### config.mk
export PLATFORM = sky130hd
export DESIGN_NAME = sarc_regfile
export DESIGN_NICKNAME = d
export VERILOG_FILES = /design/src/rtl/sarc_pkg.sv /design/src/rtl/sarc_decode.sv /design/src/rtl/sarc_conv_engine.sv /design/src/rtl/sarc_cal_engine.sv /design/src/rtl/sarc_regfile.sv
export SDC_FILE = /design/constraint.sdc
export NUM_CORES = 1
export LEC_CHECK = 0
export BUFFER_PORTS_ARGS = -buffer_cell sky130_fd_sc_hd__buf_4
export CORE_AREA = 2 2 95 97
export DETAILED_ROUTE_END_ITERATION = 10
export DIE_AREA = 0 0 97 99
export GPL_TIMING_DRIVEN = 0
export SLEW_MARGIN = 40
export SYNTH_ARGS = -nofsm -noshare
export SYNTH_HDL_FRONTEND = slang
export SYNTH_SLANG_ARGS = --single-unit
### constraint.sdc
create_clock -name clk -period 2.4 [get_ports clk]
set_clock_uncertainty 0.05 [all_clocks]
set_input_delay 0.24 -clock clk [delete_from_list [all_inputs] [get_ports clk]]
set_output_delay 0.24 -clock clk [all_outputs]
set_load 0.01 [all_outputs]
### src/rtl/sarc_pkg.sv
package sarc_pkg;

   localparam int unsigned RES_W  = 12;
   localparam int unsigned CHAN_W = 5;
   localparam logic [CHAN_W-1:0] CHAN_HALT = 5'h1F;

   localparam int unsigned NUM_REGS  = 6;
   localparam int unsigned IDX_CHAN  = 0;
   localparam int unsigned IDX_STAT  = 1;
   localparam int unsigned IDX_RSLT  = 2;
   localparam int unsigned IDX_CFG   = 3;
   localparam int unsigned IDX_GCTL  = 4;
   localparam int unsigned IDX_GSTAT = 5;

   typedef enum logic [1:0] {
      RES_8   = 2'd0,
      RES_10  = 2'd1,
      RES_12  = 2'd2,
      RES_12B = 2'd3
   } res_mode_t;

   function automatic logic [7:0] reg_offset(input int unsigned idx);
      case (idx)
         IDX_CHAN:  reg_offset = 8'h00;
         IDX_STAT:  reg_offset = 8'h08;
         IDX_RSLT:  reg_offset = 8'h0C;
         IDX_CFG:   reg_offset = 8'h14;
         IDX_GCTL:  reg_offset = 8'h18;
         default:   reg_offset = 8'h1C;
      endcase
   endfunction

   function automatic logic [RES_W-1:0] res_mask(input res_mode_t m,
                                                 input logic [RES_W-1:0] raw);
      case (m)
         RES_8:   res_mask = raw & 12'h0FF;
         RES_10:  res_mask = raw & 12'h3FF;
         default: res_mask = raw;
      endcase
   endfunction

endpackage

### src/rtl/sarc_decode.sv
module sarc_decode
   import sarc_pkg::*;
#(
   parameter int unsigned ADDR_W = 8
)(
   input  logic [ADDR_W-1:0]   addr,
   output logic [NUM_REGS-1:0] sel
);

   generate
      for (genvar i = 0; i < NUM_REGS; i++) begin : g_hit
         localparam logic [7:0] OFS = reg_offset(i);
         if (ADDR_W >= 8) begin : g_wide
            assign sel[i] = (addr == ADDR_W'(OFS));
         end else begin : g_narrow
            assign sel[i] = (addr == OFS[ADDR_W-1:0]);
         end
      end
   endgenerate

endmodule

### src/rtl/sarc_conv_engine.sv
module sarc_conv_engine #(
   parameter int unsigned CONV_CYCLES = 26
)(
   input  logic clk,
   input  logic rst_n,
   input  logic start,
   input  logic halt,
   input  logic repeat_en,
   output logic busy,
   output logic done
);

   localparam int unsigned CNT_W = $clog2(CONV_CYCLES);
   localparam logic [CNT_W-1:0] LAST = CNT_W'(CONV_CYCLES - 1);

   logic [CNT_W-1:0] cnt_q;

   assign done = busy && (cnt_q == '0) && !halt && !start;

   always_ff @(posedge clk) begin
      if (!rst_n) begin
         busy  <= 1'b0;
         cnt_q <= '0;
      end else if (halt) begin
         busy  <= 1'b0;
         cnt_q <= '0;
      end else if (start) begin
         busy  <= 1'b1;
         cnt_q <= LAST;
      end else if (busy) begin
         if (cnt_q == '0) begin
            busy  <= repeat_en;
            cnt_q <= repeat_en ? LAST : '0;
         end else begin
            cnt_q <= cnt_q - 1'b1;
         end
      end
   end

endmodule

### src/rtl/sarc_cal_engine.sv
module sarc_cal_engine #(
   parameter int unsigned CAL_CYCLES = 64
)(
   input  logic clk,
   input  logic rst_n,
   input  logic go,
   output logic busy,
   output logic done
);

   localparam int unsigned CNT_W = $clog2(CAL_CYCLES);
   localparam logic [CNT_W-1:0] LAST = CNT_W'(CAL_CYCLES - 1);

   logic [CNT_W-1:0] cnt_q;

   assign done = busy && (cnt_q == '0);

   always_ff @(posedge clk) begin
      if (!rst_n) begin
         busy  <= 1'b0;
         cnt_q <= '0;
      end else if (busy) begin
         if (cnt_q == '0) busy <= 1'b0;
         else             cnt_q <= cnt_q - 1'b1;
      end else if (go) begin
         busy  <= 1'b1;
         cnt_q <= LAST;
      end
   end

endmodule

### src/rtl/sarc_regfile.sv
module sarc_regfile
   import sarc_pkg::*;
#(
   parameter int unsigned ADDR_W      = 8,
   parameter int unsigned CONV_CYCLES = 26,
   parameter int unsigned CAL_CYCLES  = 64
)(
   input  logic              clk,
   input  logic              rst_n,
   input  logic              wr_en,
   input  logic              rd_en,
   input  logic [ADDR_W-1:0] addr,
   input  logic [31:0]       wdata,
   output logic [31:0]       rdata,
   output logic              irq,
   output logic [CHAN_W-1:0] ana_chan,
   input  logic [RES_W-1:0]  ana_code
);

   generate
      if (ADDR_W < 5)       begin : g_bad_addr  $error("ADDR_W must reach offset 0x1C"); end
      if (CONV_CYCLES < 2)  begin : g_bad_conv  $error("CONV_CYCLES must be at least 2"); end
      if (CAL_CYCLES < 2)   begin : g_bad_cal   $error("CAL_CYCLES must be at least 2"); end
   endgenerate

   logic [NUM_REGS-1:0] sel;
   logic [NUM_REGS-1:0] wr_sel;

   logic [CHAN_W-1:0] chan_q;
   logic              ie_q;
   res_mode_t         res_mode_q;
   logic              ovw_q;
   logic              cont_q;
   logic              coco_q;
   logic              calf_q;
   logic [RES_W-1:0]  result_q;

   logic conv_start, conv_halt, conv_busy, conv_done;
   logic cal_go, cal_busy, cal_done;
   logic rslt_rd, capture;

   sarc_decode #(.ADDR_W(ADDR_W)) u_decode (
      .addr (addr),
      .sel  (sel)
   );

   assign wr_sel     = sel & {NUM_REGS{wr_en}};
   assign conv_start = wr_sel[IDX_CHAN] && (wdata[CHAN_W-1:0] != CHAN_HALT);
   assign conv_halt  = wr_sel[IDX_CHAN] && (wdata[CHAN_W-1:0] == CHAN_HALT);
   assign cal_go     = wr_sel[IDX_GCTL] && wdata[7] && !cal_busy;
   assign rslt_rd    = rd_en && sel[IDX_RSLT];

   sarc_conv_engine #(.CONV_CYCLES(CONV_CYCLES)) u_conv (
      .clk       (clk),
      .rst_n     (rst_n),
      .start     (conv_start),
      .halt      (conv_halt),
      .repeat_en (cont_q),
      .busy      (conv_busy),
      .done      (conv_done)
   );

   sarc_cal_engine #(.CAL_CYCLES(CAL_CYCLES)) u_cal (
      .clk   (clk),
      .rst_n (rst_n),
      .go    (cal_go),
      .busy  (cal_busy),
      .done  (cal_done)
   );

   assign capture = conv_done && (ovw_q || !coco_q);

   // control registers written by the bus
   always_ff @(posedge clk) begin
      if (!rst_n) begin
         chan_q     <= CHAN_HALT;
         ie_q       <= 1'b0;
         res_mode_q <= RES_8;
         ovw_q      <= 1'b0;
         cont_q     <= 1'b0;
      end else begin
         if (wr_sel[IDX_CHAN]) begin
            chan_q <= wdata[CHAN_W-1:0];
            ie_q   <= wdata[7];
         end
         if (wr_sel[IDX_CFG]) begin
            res_mode_q <= res_mode_t'(wdata[3:2]);
            ovw_q      <= wdata[16];
         end
         if (wr_sel[IDX_GCTL]) begin
            cont_q <= wdata[6];
         end
      end
   end

   // status, result and calibration flag
   always_ff @(posedge clk) begin
      if (!rst_n) begin
         coco_q   <= 1'b0;
         calf_q   <= 1'b0;
         result_q <= '0;
      end else begin
         if (capture) result_q <= res_mask(res_mode_q, ana_code);

         if (capture || cal_done) coco_q <= 1'b1;
         else if (rslt_rd)        coco_q <= 1'b0;

         if (cal_go)                       calf_q <= 1'b0;
         else if (cal_busy && conv_start)  calf_q <= 1'b1;
      end
   end

   assign irq      = coco_q && ie_q;
   assign ana_chan = chan_q;

   // read mux
   logic [31:0] rd_val [NUM_REGS];

   always_comb begin
      rd_val[IDX_CHAN]  = {24'b0, ie_q, 2'b0, chan_q};
      rd_val[IDX_STAT]  = {31'b0, coco_q};
      rd_val[IDX_RSLT]  = {{(32-RES_W){1'b0}}, result_q};
      rd_val[IDX_CFG]   = {15'b0, ovw_q, 12'b0, res_mode_q, 2'b0};
      rd_val[IDX_GCTL]  = {24'b0, cal_busy, cont_q, 6'b0};
      rd_val[IDX_GSTAT] = {30'b0, calf_q, 1'b0};
   end

   always_comb begin
      rdata = '0;
      if (rd_en) begin
         for (int i = 0; i < NUM_REGS; i++) begin
            if (sel[i]) rdata = rdata | rd_val[i];
         end
      end
   end

endmodule

==> tab_implementation.tex <==
\begin{tabular}{lr}
\hline
Metric & Value \\
\hline
\multicolumn{2}{l}{\textbf{Worst hold path}} \\
\quad Worst min-delay path startpoint & wdata[1] \\
\quad Worst hold path stage count & 3 \\
\quad Hold worst-path end & ana\_chan[1]\$\_SDFFE\_PN1P\_ \\
\quad Path class of the lowest-slack min-delay path & input pin to flop \\
\multicolumn{2}{l}{\textbf{Critical path}} \\
\quad Series of cell instances along the critical path & buf\_4 -> nor4\_4 -> and3\_1 -> clkbuf\_1 -> a22oi\_1 -> nand2\_1 -> buf\_4 \\
\quad CP peak stage delay & 0.41 ns \\
\quad R2R setup slack & 0.43 ns \\
\quad Category of the critical setup timing path & input pin to output pin \\
\quad Worst r2r src & u\_conv.cnt\_q[0]\$\_SDFFE\_PP0P\_ \\
\quad CP max FO & 10 \\
\quad Length in cells of the worst reg-to-reg path & 7 \\
\quad Destination of the worst register-to-register timing path & result\_q[8]\$\_SDFFE\_PN0P\_ \\
\quad Cell with the most instances on the worst path & buf\_4 \\
\quad Critical Path Sink Type & output pin \\
\quad Critical path arrival & 1.76 ns \\
\quad Data required time at the worst endpoint & 2.11 ns \\
\quad CP max stage cell & nor4\_4 \\
\quad Category of the worst setup path launch point & input pin \\
\multicolumn{2}{l}{\textbf{Timing}} \\
\quad Least-Margin Pin Slew & 0.584 ns \\
\quad Final worst-path cycle share & 0.854 \\
\quad Maximum clock frequency & 488 MHz \\
\quad Total of endpoints with negative setup slack in the final report & 0 \\
\quad Unrepaired setup endpoints after global routing & no \\
\quad Tightest slew margin relative to the limit & 0.610 \\
\quad Final critical-path required period & 2.05 ns \\
\quad Total negative slack for setup checks & 0 ns \\
\quad Final Hold Fails & 0 \\
\quad Slew Viols, Final & 0 \\
\multicolumn{2}{l}{\textbf{Placement}} \\
\quad Port bufs & 49 \\
\quad Half-perimeter wire length after placement & 4340 um \\
\quad RD Place Congestion & 0.787 \\
\quad Placed Cells & 419 \\
\multicolumn{2}{l}{\textbf{Global routing}} \\
\quad Largest net degree at the start of global routing & 13 \\
\quad Wire length of the first global-routing pass & 8940 um \\
\quad Number of global-route vias before repair & 1825 \\
\quad All-Layer GR Usage & 0.116 \\
\quad Total grt overflow & 0 \\
\quad Number of antenna violations at the first check in global routing & 0 \\
\multicolumn{2}{l}{\textbf{Clock tree}} \\
\quad Clock slew at reported path FFs & 0.07 ns \\
\quad Post-cts hold buffer count & 0 \\
\quad H-tree levels & 2 \\
\quad Post-CTS setup buffer count & 0 \\
\quad Inserted Clock Buffers & 5 \\
\quad Latest clock arrival within the worst-skew pair & 0.29 ns \\
\quad PostCTS Resize Cnt & 0 \\
\quad Number of clock sinks & 37 \\
\quad Clock root buffer & clkbuf\_8 \\
\quad CTS tree & built \\
\quad Maximum root-to-sink buffer count & 2 \\
\multicolumn{2}{l}{\textbf{Yosys}} \\
\quad Gate Count Post-Synth & 244 \\
\quad Main combinational cell family by area after synthesis & simple AND/OR/NAND/NOR gates \\
\quad Ys flop type & dfxtp\_1 \\
\quad EDFF count, synth & 0 \\
\quad Number of distinct library cells after synthesis & 45 \\
\quad Post-Syn Area & 2070 um\^{}2 \\
\quad Synth Area in XOR/XNOR & 0 \\
\quad Simple logic cell fraction of the synthesized area & 0.287 \\
\quad Complex-gate fraction of the synthesized area & 0.135 \\
\quad Flip-flop and latch count after synthesis & 37 \\
\quad Per-instance average area after synthesis & 8.50 um\^{}2 \\
\quad Async SR Flop Fraction & 0 \\
\quad Adder-cell share of the synthesized area & 0.0181 \\
\quad Synthesis warning total & 0 \\
\quad Share of synthesized area spent on multiplexers & 0.0966 \\
\quad Fraction of the yosys area taken by sequential cells & 0.357 \\
\multicolumn{2}{l}{\textbf{Status}} \\
\quad Result of the run & finished clean \\
\multicolumn{2}{l}{\textbf{Route}} \\
\quad Detail-routed net length per standard cell & 12.9 um \\
\quad Routed via count & 1904 \\
\quad Number of nets with antenna violations after detailed routing & 0 \\
\quad Router iterations before antenna repair & 4 \\
\quad First-iteration detailed-routing DRC count & 70 \\
\quad Remaining design rule violation count & 0 \\
\quad Drt via density & 4.46 \\
\quad Total wire length & 5510 um \\
\multicolumn{2}{l}{\textbf{Die}} \\
\quad Area of the core & 8550 um\^{}2 \\
\quad Chip Height & 99 um \\
\quad Total Die Area & 9600 um\^{}2 \\
\quad \# rows & 34 \\
\quad Overall die width & 97 um \\
\quad Initial cell density of the core & 0.242 \\
\quad I/O pin count & 94 \\
\multicolumn{2}{l}{\textbf{Final layout}} \\
\quad Final std cells w/o fill & 427 \\
\quad Most common cell after layout, fill and taps aside & buf\_4 \\
\quad Antenna diode count & 0 \\
\quad Layout area overhead & 31.7\% \\
\quad Fraction of layout instances using a drive strength above 1 & 0.273 \\
\quad Number of nets in the layout & 377 \\
\quad Final cell utilization of the core & 0.319 \\
\quad Most frequent cells in the layout & buf\_4 (68), nand2\_1 (48), dfxtp\_1 (37) \\
\multicolumn{2}{l}{\textbf{Power}} \\
\quad Leakage power total & 0.00119 uW \\
\quad Power per cell area & 429 nW/um\^{}2 \\
\quad Worst IR Drop VDD & 257 uV \\
\quad Overall power consumption & 1170 uW \\
\multicolumn{2}{l}{\textbf{Run}} \\
\quad Count of maximum capacitance violations & 0 \\
\hline
\end{tabular}
## worst max-delay path by stage
stage	start	to	slack [ns]	depth (start not counted)
2_1_floorplan	u_conv.cnt_q[0]$_SDFFE_PP0P_	result_q[8]$_SDFFE_PN0P_	0.74	7
3_3_place_gp	addr[4]	rdata[2]	0.30	7
6_report	addr[4]	rdata[3]	0.35	7
3_5_place_dp	addr[4]	rdata[3]	0.33	7
5_1_grt	addr[4]	rdata[3]	0.19	7
4_1_cts	addr[4]	rdata[3]	0.34	7
## state kept, by name (all words and copies together), names as in the netlist
name and cells:
result_q 12, u_cal.cnt_q 6, ana_chan 5, u_conv.cnt_q 5
res_mode_q 2, calf_q 1, coco_q 1, cont_q 1
ie_q 1, ovw_q 1, u_cal.busy 1, u_conv.busy 1
## logic make-up after synthesis
group | after synthesis
AOI/OAI and AO/OA | 38
adders and majority gates | 3
buffers and inverters | 36
DFF | 37
muxes | 20
other | 1
and+or+nand+nor | 109
## stage by stage
step	instance area, um^2	hold slack (ns)	worst slack [ns]
2_1_floorplan	2140	0.314	0.739
4_1_cts	2730	0.122	0.344
3_3_place_gp	2640	0.389	0.302
3_5_place_dp	2640	0.400	0.334
5_1_grt	2730	0.131	0.192
6_report	2730	0.131	0.350
## synth_stat cells (2+ instances only)
cell      instances  area [um^2]
nand2b_1          3         18.8
clkbuf_1          8         30.0
o211a_1           2         20.0
a211oi_1          2         15.0
and2_1            9         56.3
a22oi_1           3         22.5
nor4_4            2         42.5
nand2_1          48          180
a32o_1            2         20.0
and3_1            4         25.0
a21oi_1           6         30.0
buf_4            19          143
ha_1              3         37.5
nor4b_2           2         30.0
nor2_1            8         30.0
a31oi_1           5         31.3
nand4_1           2         12.5
a32oi_1           2         17.5
nor2b_1           7         43.8
nand3_1          10         50.1
mux2i_1          20          200
a21boi_0          7         52.6
buf_2             2         10.0
nor3_1            4         20.0
dfxtp_1          37          741
inv_1             6         22.5
o21ai_0           2         10.0
o211ai_1          2         15.0
## worst max-delay path: cells and delay by family
| family | cells | cell delay (ns) |
|---|---|---|
| AOI/OAI and AO/OA | 1 | 0.17 |
| buffers and inverters | 3 | 0.63 |
| and+or+nand+nor | 3 | 0.72 |
## routing by layer
layer | vias to the layer above | GRT usage | part of all wire
met1 | 864 | 0.157 | 0.49
met3 | 9 | 0.0383 | 0.071
met2 | 67 | 0.178 | 0.42
met5 | - | 0 | 0
li1 | 964 | - | -
met4 | 0 | 0.0314 | 0.015
## cell type report
cell class | count | area, um^2
plain buffers | 30 | 194
inverters | 6 | 22.5
flip-flops and latches | 37 | 741
fillers | 901 | 5820
multi-input cells | 189 | 1180
repair buffers | 49 | 368
clock inverters | 3 | 17.5
well taps | 108 | 135
clock buffers | 5 | 68.8
## power breakdown
| group | total, uW | leakage [uW] | switching [uW] | internal, uW |
|---|---|---|---|---|
| registers | 615 | 0.000298 | 0.652 | 614 |
| logic | 128 | 0.000846 | 62.3 | 66.1 |
| clock network | 428 | 0.0000439 | 228 | 200 |
Power figures use the tool's default switching activity.
